File: config.mk
export PLATFORM = sky130hd
export DESIGN_NAME = booth_mac
export DESIGN_NICKNAME = d
export VERILOG_FILES = /design/src/rtl/booth_mac_pkg.sv /design/src/rtl/booth_pp_gen.sv /design/src/rtl/booth_pp_sum.sv /design/src/rtl/mac_accum.sv /design/src/rtl/booth_mac.sv
export SDC_FILE = /design/constraint.sdc
export NUM_CORES = 1
export LEC_CHECK = 0
export ABC_CLOCK_PERIOD_IN_PS = 6430
export BUFFER_PORTS_ARGS = -buffer_cell sky130_fd_sc_hd__buf_2
export CORE_UTILIZATION = 60
export CTS_BUF_LIST = sky130_fd_sc_hd__clkbuf_4 sky130_fd_sc_hd__clkbuf_8 sky130_fd_sc_hd__clkbuf_16
export DETAILED_ROUTE_END_ITERATION = 6
export PLACE_DENSITY = 0.75
export SLEW_MARGIN = 25
export SYNTH_ARGS = -nofsm -noshare
export SYNTH_HDL_FRONTEND = slang
export SYNTH_SLANG_ARGS = --single-unit
File: constraint.sdc
create_clock -name clk_i -period 6.43 [get_ports clk_i]
set_input_delay 1.286 -clock clk_i [delete_from_list [all_inputs] [get_ports clk_i]]
set_output_delay 1.286 -clock clk_i [all_outputs]
set_load 0.03 [all_outputs]
File: src/rtl/booth_mac_pkg.sv
package booth_mac_pkg;
  typedef enum logic [2:0] {
    OP_MPY  = 3'd0,
    OP_MAC  = 3'd1,
    OP_MAS  = 3'd2,
    OP_SQR  = 3'd3,
    OP_SQRA = 3'd4
  } mac_op_e;
endpackage

File: src/rtl/booth_pp_gen.sv
module booth_pp_gen #(
  parameter int OP_W  = 17,
  parameter int ACC_W = 40,
  localparam int NPP  = (OP_W + 1) / 2
) (
  input  logic [OP_W-1:0]            mcand_i,
  input  logic [OP_W-1:0]            mplier_i,
  output logic [NPP-1:0][ACC_W-1:0]  pp_o
);
  localparam int MX_W = 2 * NPP + 1;

  logic [MX_W-1:0]  mx;
  logic [ACC_W-1:0] mcand_ext;

  // implied zero below lsb, sign fill above msb
  assign mx        = {{(MX_W - OP_W - 1){mplier_i[OP_W-1]}}, mplier_i, 1'b0};
  assign mcand_ext = {{(ACC_W - OP_W){mcand_i[OP_W-1]}}, mcand_i};

  for (genvar j = 0; j < NPP; j++) begin : g_pp
    logic [2:0]       grp;
    logic             neg, one, two;
    logic [ACC_W-1:0] mag, sgn;

    assign grp = mx[2*j+2 -: 3];

    always_comb begin
      neg = 1'b0;
      one = 1'b0;
      two = 1'b0;
      unique case (grp)
        3'b001, 3'b010: one = 1'b1;
        3'b011:         two = 1'b1;
        3'b100:         begin two = 1'b1; neg = 1'b1; end
        3'b101, 3'b110: begin one = 1'b1; neg = 1'b1; end
        default:        ;
      endcase
    end

    assign mag     = two ? (mcand_ext << 1) : (one ? mcand_ext : '0);
    assign sgn     = neg ? (~mag + 1'b1) : mag;
    assign pp_o[j] = sgn << (2 * j);
  end
endmodule

File: src/rtl/booth_pp_sum.sv
module booth_pp_sum #(
  parameter int NPP   = 9,
  parameter int ACC_W = 40
) (
  input  logic [NPP-1:0][ACC_W-1:0] pp_i,
  output logic [ACC_W-1:0]          prod_o
);
  always_comb begin
    prod_o = '0;
    for (int k = 0; k < NPP; k++) prod_o = prod_o + pp_i[k];
  end
endmodule

File: src/rtl/mac_accum.sv
module mac_accum
  import booth_mac_pkg::*;
#(
  parameter int ACC_W = 40
) (
  input  logic             clk_i,
  input  logic             rst_ni,
  input  logic             valid_i,
  input  mac_op_e          op_i,
  input  logic [ACC_W-1:0] prod_i,
  output logic [ACC_W-1:0] acc_o,
  output logic             ovf_o
);
  localparam int MSB = ACC_W - 1;

  logic [ACC_W-1:0] acc_q, acc_d, addend, sum;
  logic             ovf_q, ovf_d;

  assign addend = (op_i == OP_MAS) ? (~prod_i + 1'b1) : prod_i;
  assign sum    = acc_q + addend;

  always_comb begin
    acc_d = acc_q;
    ovf_d = ovf_q;
    if (valid_i) begin
      unique case (op_i)
        OP_MPY, OP_SQR: begin
          acc_d = prod_i;
          ovf_d = 1'b0;
        end
        OP_MAC, OP_MAS, OP_SQRA: begin
          acc_d = sum;
          ovf_d = (acc_q[MSB] == addend[MSB]) && (sum[MSB] != acc_q[MSB]);
        end
        default: ;
      endcase
    end
  end

  always_ff @(posedge clk_i or negedge rst_ni) begin
    if (!rst_ni) begin
      acc_q <= '0;
      ovf_q <= 1'b0;
    end else begin
      acc_q <= acc_d;
      ovf_q <= ovf_d;
    end
  end

  assign acc_o = acc_q;
  assign ovf_o = ovf_q;
endmodule

File: src/rtl/booth_mac.sv
module booth_mac
  import booth_mac_pkg::*;
#(
  parameter int OP_W     = 17,
  parameter int ACC_W    = 40,
  parameter int FIELD_LO = 15
) (
  input  logic             clk_i,
  input  logic             rst_ni,
  input  logic             valid_i,
  input  logic [2:0]       op_i,
  input  logic [OP_W-1:0]  a_i,
  input  logic [OP_W-1:0]  b_i,
  input  logic             acc_sel_i,
  input  logic [ACC_W-1:0] ext_acc_i,
  output logic [ACC_W-1:0] result_o,
  output logic             ovf_o
);
  localparam int NPP      = (OP_W + 1) / 2;
  localparam int FIELD_HI = FIELD_LO + OP_W - 1;

  mac_op_e                   op;
  logic [OP_W-1:0]           opa, opb;
  logic [NPP-1:0][ACC_W-1:0] pp;
  logic [ACC_W-1:0]          prod;
  logic                      unused_ext;

  assign op         = mac_op_e'(op_i);
  assign opa        = acc_sel_i ? ext_acc_i[FIELD_HI:FIELD_LO] : a_i;
  assign opb        = (op == OP_SQR || op == OP_SQRA) ? opa : b_i;
  assign unused_ext = ^{ext_acc_i[ACC_W-1:FIELD_HI+1], ext_acc_i[FIELD_LO-1:0]};

  booth_pp_gen #(.OP_W(OP_W), .ACC_W(ACC_W)) u_pp_gen (
    .mcand_i (opa),
    .mplier_i(opb),
    .pp_o    (pp)
  );

  booth_pp_sum #(.NPP(NPP), .ACC_W(ACC_W)) u_pp_sum (
    .pp_i  (pp),
    .prod_o(prod)
  );

  mac_accum #(.ACC_W(ACC_W)) u_accum (
    .clk_i  (clk_i),
    .rst_ni (rst_ni),
    .valid_i(valid_i),
    .op_i   (op),
    .prod_i (prod),
    .acc_o  (result_o),
    .ovf_o  (ovf_o)
  );
endmodule

==> results of run 1 <==
kinds of logic after synthesis:
family,synth area share (%)
AOI/OAI and AO/OA,30.50
muxes,2.449
adders and majority gates,24.67
DFF,4.681
buffers and inverters,9.511
xor gates and xnor gates,9.785
and+or+nand+nor,18.40
Yosys cell counts, types with 15 or more instances:
cell	count
a211oi_1	31
a21o_1	46
a21oi_1	278
a221oi_1	23
a22oi_1	25
a31oi_1	49
and3_1	22
buf_1	19
buf_2	30
clkbuf_1	140
dfrtp_1	41
fa_1	202
ha_1	109
inv_1	310
mux2i_1	15
nand2_1	255
nand3_1	59
nor2_1	278
nor2b_1	16
nor3_1	60
nor4_1	20
o211ai_1	21
o21a_1	22
o21ai_0	210
o21ai_1	20
o221ai_1	31
o22ai_1	97
o31ai_1	22
or2_2	15
or3_1	32
xnor2_1	161
xor2_1	69
metrics by stage:
stage	area [sq um]	setup WS (ns)	instances	hold slack, ns
after detailed placement	29290	-5.853	4280	0.4815
after CTS	30500	-5.396	4343	0.5015
after global placement	29290	-5.383	4280	0.4755
after floorplan	22530	-5.440	3038	0.6673
layer usage:
layer | global-route usage (%) | GRT overflow
met5 | 59.02 | 7
met4 | 97.96 | 310
met2 | 105.7 | 637
met1 | 86.63 | 46
met3 | 77.88 | 48
what timing repair did:
action	4_1_cts
pin swaps	64
setup endpoints to repair	36
resized for setup	151
buffers inserted	58
==> impl_results.md, run 1 <==
- Top cells by area, synth: fa_1, xnor2_1, a21oi_1, ha_1, inv_1
- Clock sinks: 41
- Status: did not finish
- Count of mapped cells out of synthesis: around 3,000
- Die Y-Extent: 193.1 um
- Yosys warning count: 0
- Library cells used by synthesis: 115
- Share of the synthesized area in the top cell type: 18.45%
- Die W: 193.1 um
- Initial core utilization: 61.32%
- Sequential share of the synthesized area: 4.681%
- Stopping stage: global routing
- Port bufs: 98
- Gpl congestion: 1.181
- EDFF count, synth: 0
- Largest net degree at the start of global routing: 75
- Final HPWL DP: just under 80 mm
- Netlist Area Pre-Place: 21,920 sq um
- TritonCTS Buffers: 5
- Depth of the CTS H-tree: 2
- Stop err: [ERROR GRT-0232] Routing congestion too high. Check the congestion heatmap in the GUI.
- Main synth FF type: dfrtp_1
- CTS root buf: clkbuf_16
- Synthesized flop and latch total: roughly 40
- Share of flip-flops with an asynchronous set or reset: 100.0%
- Grt repair worst endpoint: u_accum.acc_o[39]$_DFFE_PN0P_/D
- Clock Path Buffers: 2
- Row cnt: 69
- All-layer global routing usage: around nine tenths
- GRT overflow: 1,048
- I/O pins: 122
- Post-synth top area cell: fa_1
- Mapped Avg Cell Area: 7.214 sq um
- Worst endpoint type: sequential cell input
- Number of hold buffers added after CTS: 0
- Syn Nets: 3,430
==> run 2, diff against run 1 <==
Settings changed: CORE_UTILIZATION 60 to 40, CTS_BUF_LIST sky130_fd_sc_hd__clkbuf_4 sky130_fd_sc_hd__clkbuf_8 sky130_fd_sc_hd__clkbuf_16 to default, PLACE_DENSITY 0.75 to default, PLACE_DENSITY_LB_ADDON from default to 0.15.
==> impl_results.md, run 2 <==
- Via count: around 28,000
- Failing checks: negative setup slack
- Final hold vios: 0
- Worst setup path category: in -> reg
- First-pass DRT Iterations: 7
- Worst Setup EP: u_accum.acc_o[39]
- Yosys warning count: 0
- Post-Route WL: around 110 mm
- Hold WS: 0.4980 ns
- Placed inst area: 30,140 sq um
- Main synth FF type: dfrtp_1
- Die footprint: 55,730 sq um
- Crit path launch: op_i[1]
- Gpl congestion: a little over 1
- Vias in the first global route: 27,420
- Core area: around 54,000 sq um
- RSZ-0062 raised after global routing: true
- Worst-Margin Slew: 1.025 ns
- Cell with the most instances after synthesis: inv_1
- Row cnt: 85
- CTS root buf: clkbuf_16
- Max-cap violations: 0
- Via/cell ratio: ~6
- CTS tree: yes
- Crit-path slowest cell: fa_1
- Netlist Area Pre-Place: 21,920 sq um
- Most frequent cells in the layout: buf_4, inv_1, nor2_1, nand2_1, a21oi_1
- Design area: 33,080 sq um
- Post-synth top area cell: fa_1
- Crit. End Element: flop
- Mapped Avg Cell Area: between 7 and 8 sq um
- FMAX: 0.08563 GHz
- Count of mapped cells out of synthesis: approximately 3,000
- ANT nets after route: 0
- Worst hold path type: reg -> reg
- Initial DRC count: between 2,000 and 3,000
- Status: complete, but fails checks
- Synthesized flop and latch total: 41
- Die W: about 240 um
- Sequential share of the synthesized area: 4.681%
- Die Y-Extent: 236.1 um
- Port bufs: 98
- Top cells by area, synth: fa_1, xnor2_1, a21oi_1, ha_1, inv_1
- Max Slew Vio Count: 0
- Required @ worst endpoint: 6.68 ns
- Dpl ws: -5.785 ns
- First-pass GRT wire length: 162.7 mm
- Share of the synthesized area in the top cell type: 18.45%
- Crit-path max cell delay: between 0.5 and 0.6 ns
- Number of placed instances, taps included: between 4,000 and 5,000
- All-layer global routing usage: 38.26%
- R2R Setup Slk: 2.26 ns
- Wire per inst: 23.21 um
- Synth top cells by count: inv_1, a21oi_1, nor2_1
- Final HPWL DP: a little under 90 mm
- Depth of the CTS H-tree: 2
- TritonCTS Buffers: 5
- Max FO, Critical Path: 4
- EDFF count, synth: 0
- Clk_lat worst skew: 0.31 ns
- Crit share post-route: 181.6%
- Non-Filler Instances: between 4,000 and 5,000
- I/O pins: 122
- Final min period: 11.68 ns
- Area Growth Syn to Fin: 50.92%
- Library cells used by synthesis: approximately 120
- Initial core utilization: 40.57%
- Most common cell after layout, fill and taps aside: buf_4
- # setup viols final: 34
- Number of hold buffers added after CTS: 0
- DRC: 0
- Largest net degree at the start of global routing: 47
- GRT overflow: 0
- Worst reg2reg path startpoint: u_accum.acc_o[0]
- Share of cells above drive strength 1: 40.00%
- Largest register FFs: 40
- Final WS setup: -5.249 ns
- Share of flip-flops with an asynchronous set or reset: 100.0%
- Clock-pin slew on the worst setup and hold paths: 0.07 ns
- Initial antenna violation count: 2
- WP data arrival: about 12 ns
- Worst slew margin: 31.65%
- Clock Path Buffers: 2
- Worst r2r path cells: 17
- Syn Nets: 3,430
- Reg2reg end: u_accum.acc_o[36]
- Clock sinks: 41
- # nets final: about 4,400
- Setup Skew: between 0.008 and 0.009 ns
- Setup crit start kind: input port
run 2: cell counts after synthesis:
Identical to the previous run, type by type.
run 2: layer usage:
metal | part of all wire, % | global-route usage [%]
met5 | 0 | 0
met4 | 5.8 | 17.86
met3 | 9.3 | 7.185
met2 | 45 | 61.12
met1 | 40 | 49.75
run 2: kinds of logic after synthesis:
kind of cell / count (synthesis) / synth area share [%]
DFF: 41 / 4.681
adders and majority gates: 311 / 24.67
buffers and inverters: 519 / 9.511
xor gates and xnor gates: 236 / 9.785
muxes: 44 / 2.449
AOI/OAI and AO/OA: 1031 / 30.50
and+or+nand+nor: 856 / 18.40
run 2: what timing repair did:
action                                 CTS  global route
pin swaps                               92           171
setup buffers                           90            44
gates resized for setup                214           201
cloned                                   1             0
setup endpoints to repair               36            36
endpoints found under the hold margin    0             0
run 2: worst min path at each step:
| stage | slack [ns] | cells after the start | start | endpoint |
|---|---|---|---|---|
| 2_1_floorplan | 0.67 | 2 | u_accum.acc_o[31] | u_accum.acc_o[31] |
| 3_3_place_gp | 0.47 | 2 | u_accum.ovf_o | u_accum.ovf_o |
| 3_5_place_dp | 0.48 | 2 | u_accum.ovf_o | u_accum.ovf_o |
| 4_1_cts | 0.49 | 2 | u_accum.ovf_o | u_accum.ovf_o |
| 5_1_grt | 0.51 | 2 | u_accum.ovf_o | u_accum.ovf_o |
| 6_report | 0.50 | 2 | u_accum.ovf_o | u_accum.ovf_o |
run 2: layout make-up:
cell class / instances / area [sq um]
Clock inverter: 2 / 35.03
Antenna cell: 4 / 10.01
Fill cell: 4970 / 20950
Timing Repair Buffer: 1170 / 8990
Inverter: 312 / 1174
Clock buffer: 5 / 125.1
Multi-Input combinational cell: 2478 / 20850
Tap cell: 696 / 870.8
Sequential cell: 41 / 1026
run 2: through the flow:
step | util, % | setup TNS, ns
final | 61.22 | -117.00
after global routing | 61.21 | -128.94
after CTS | 59.02 | -111.88
after detailed placement | 55.79 | -137.19
after global placement | 55.79 | -135.14
after floorplan | - | -108.65
run 2: critical path, delay by kind of cell:
| family | cells | cell delay (ns) |
|---|---|---|
| AOI/OAI and AO/OA | 24 | 4.54 |
| and+or+nand+nor | 11 | 2.30 |
| buffers and inverters | 4 | 0.25 |
| muxes | 1 | 0.33 |
| xor gates and xnor gates | 3 | 0.46 |
| adders and majority gates | 7 | 2.74 |
Power of run 2 is left out: the tool's default activity adds up to more than one toggle a clock period on the data nets, which glitch-free logic cannot reach.
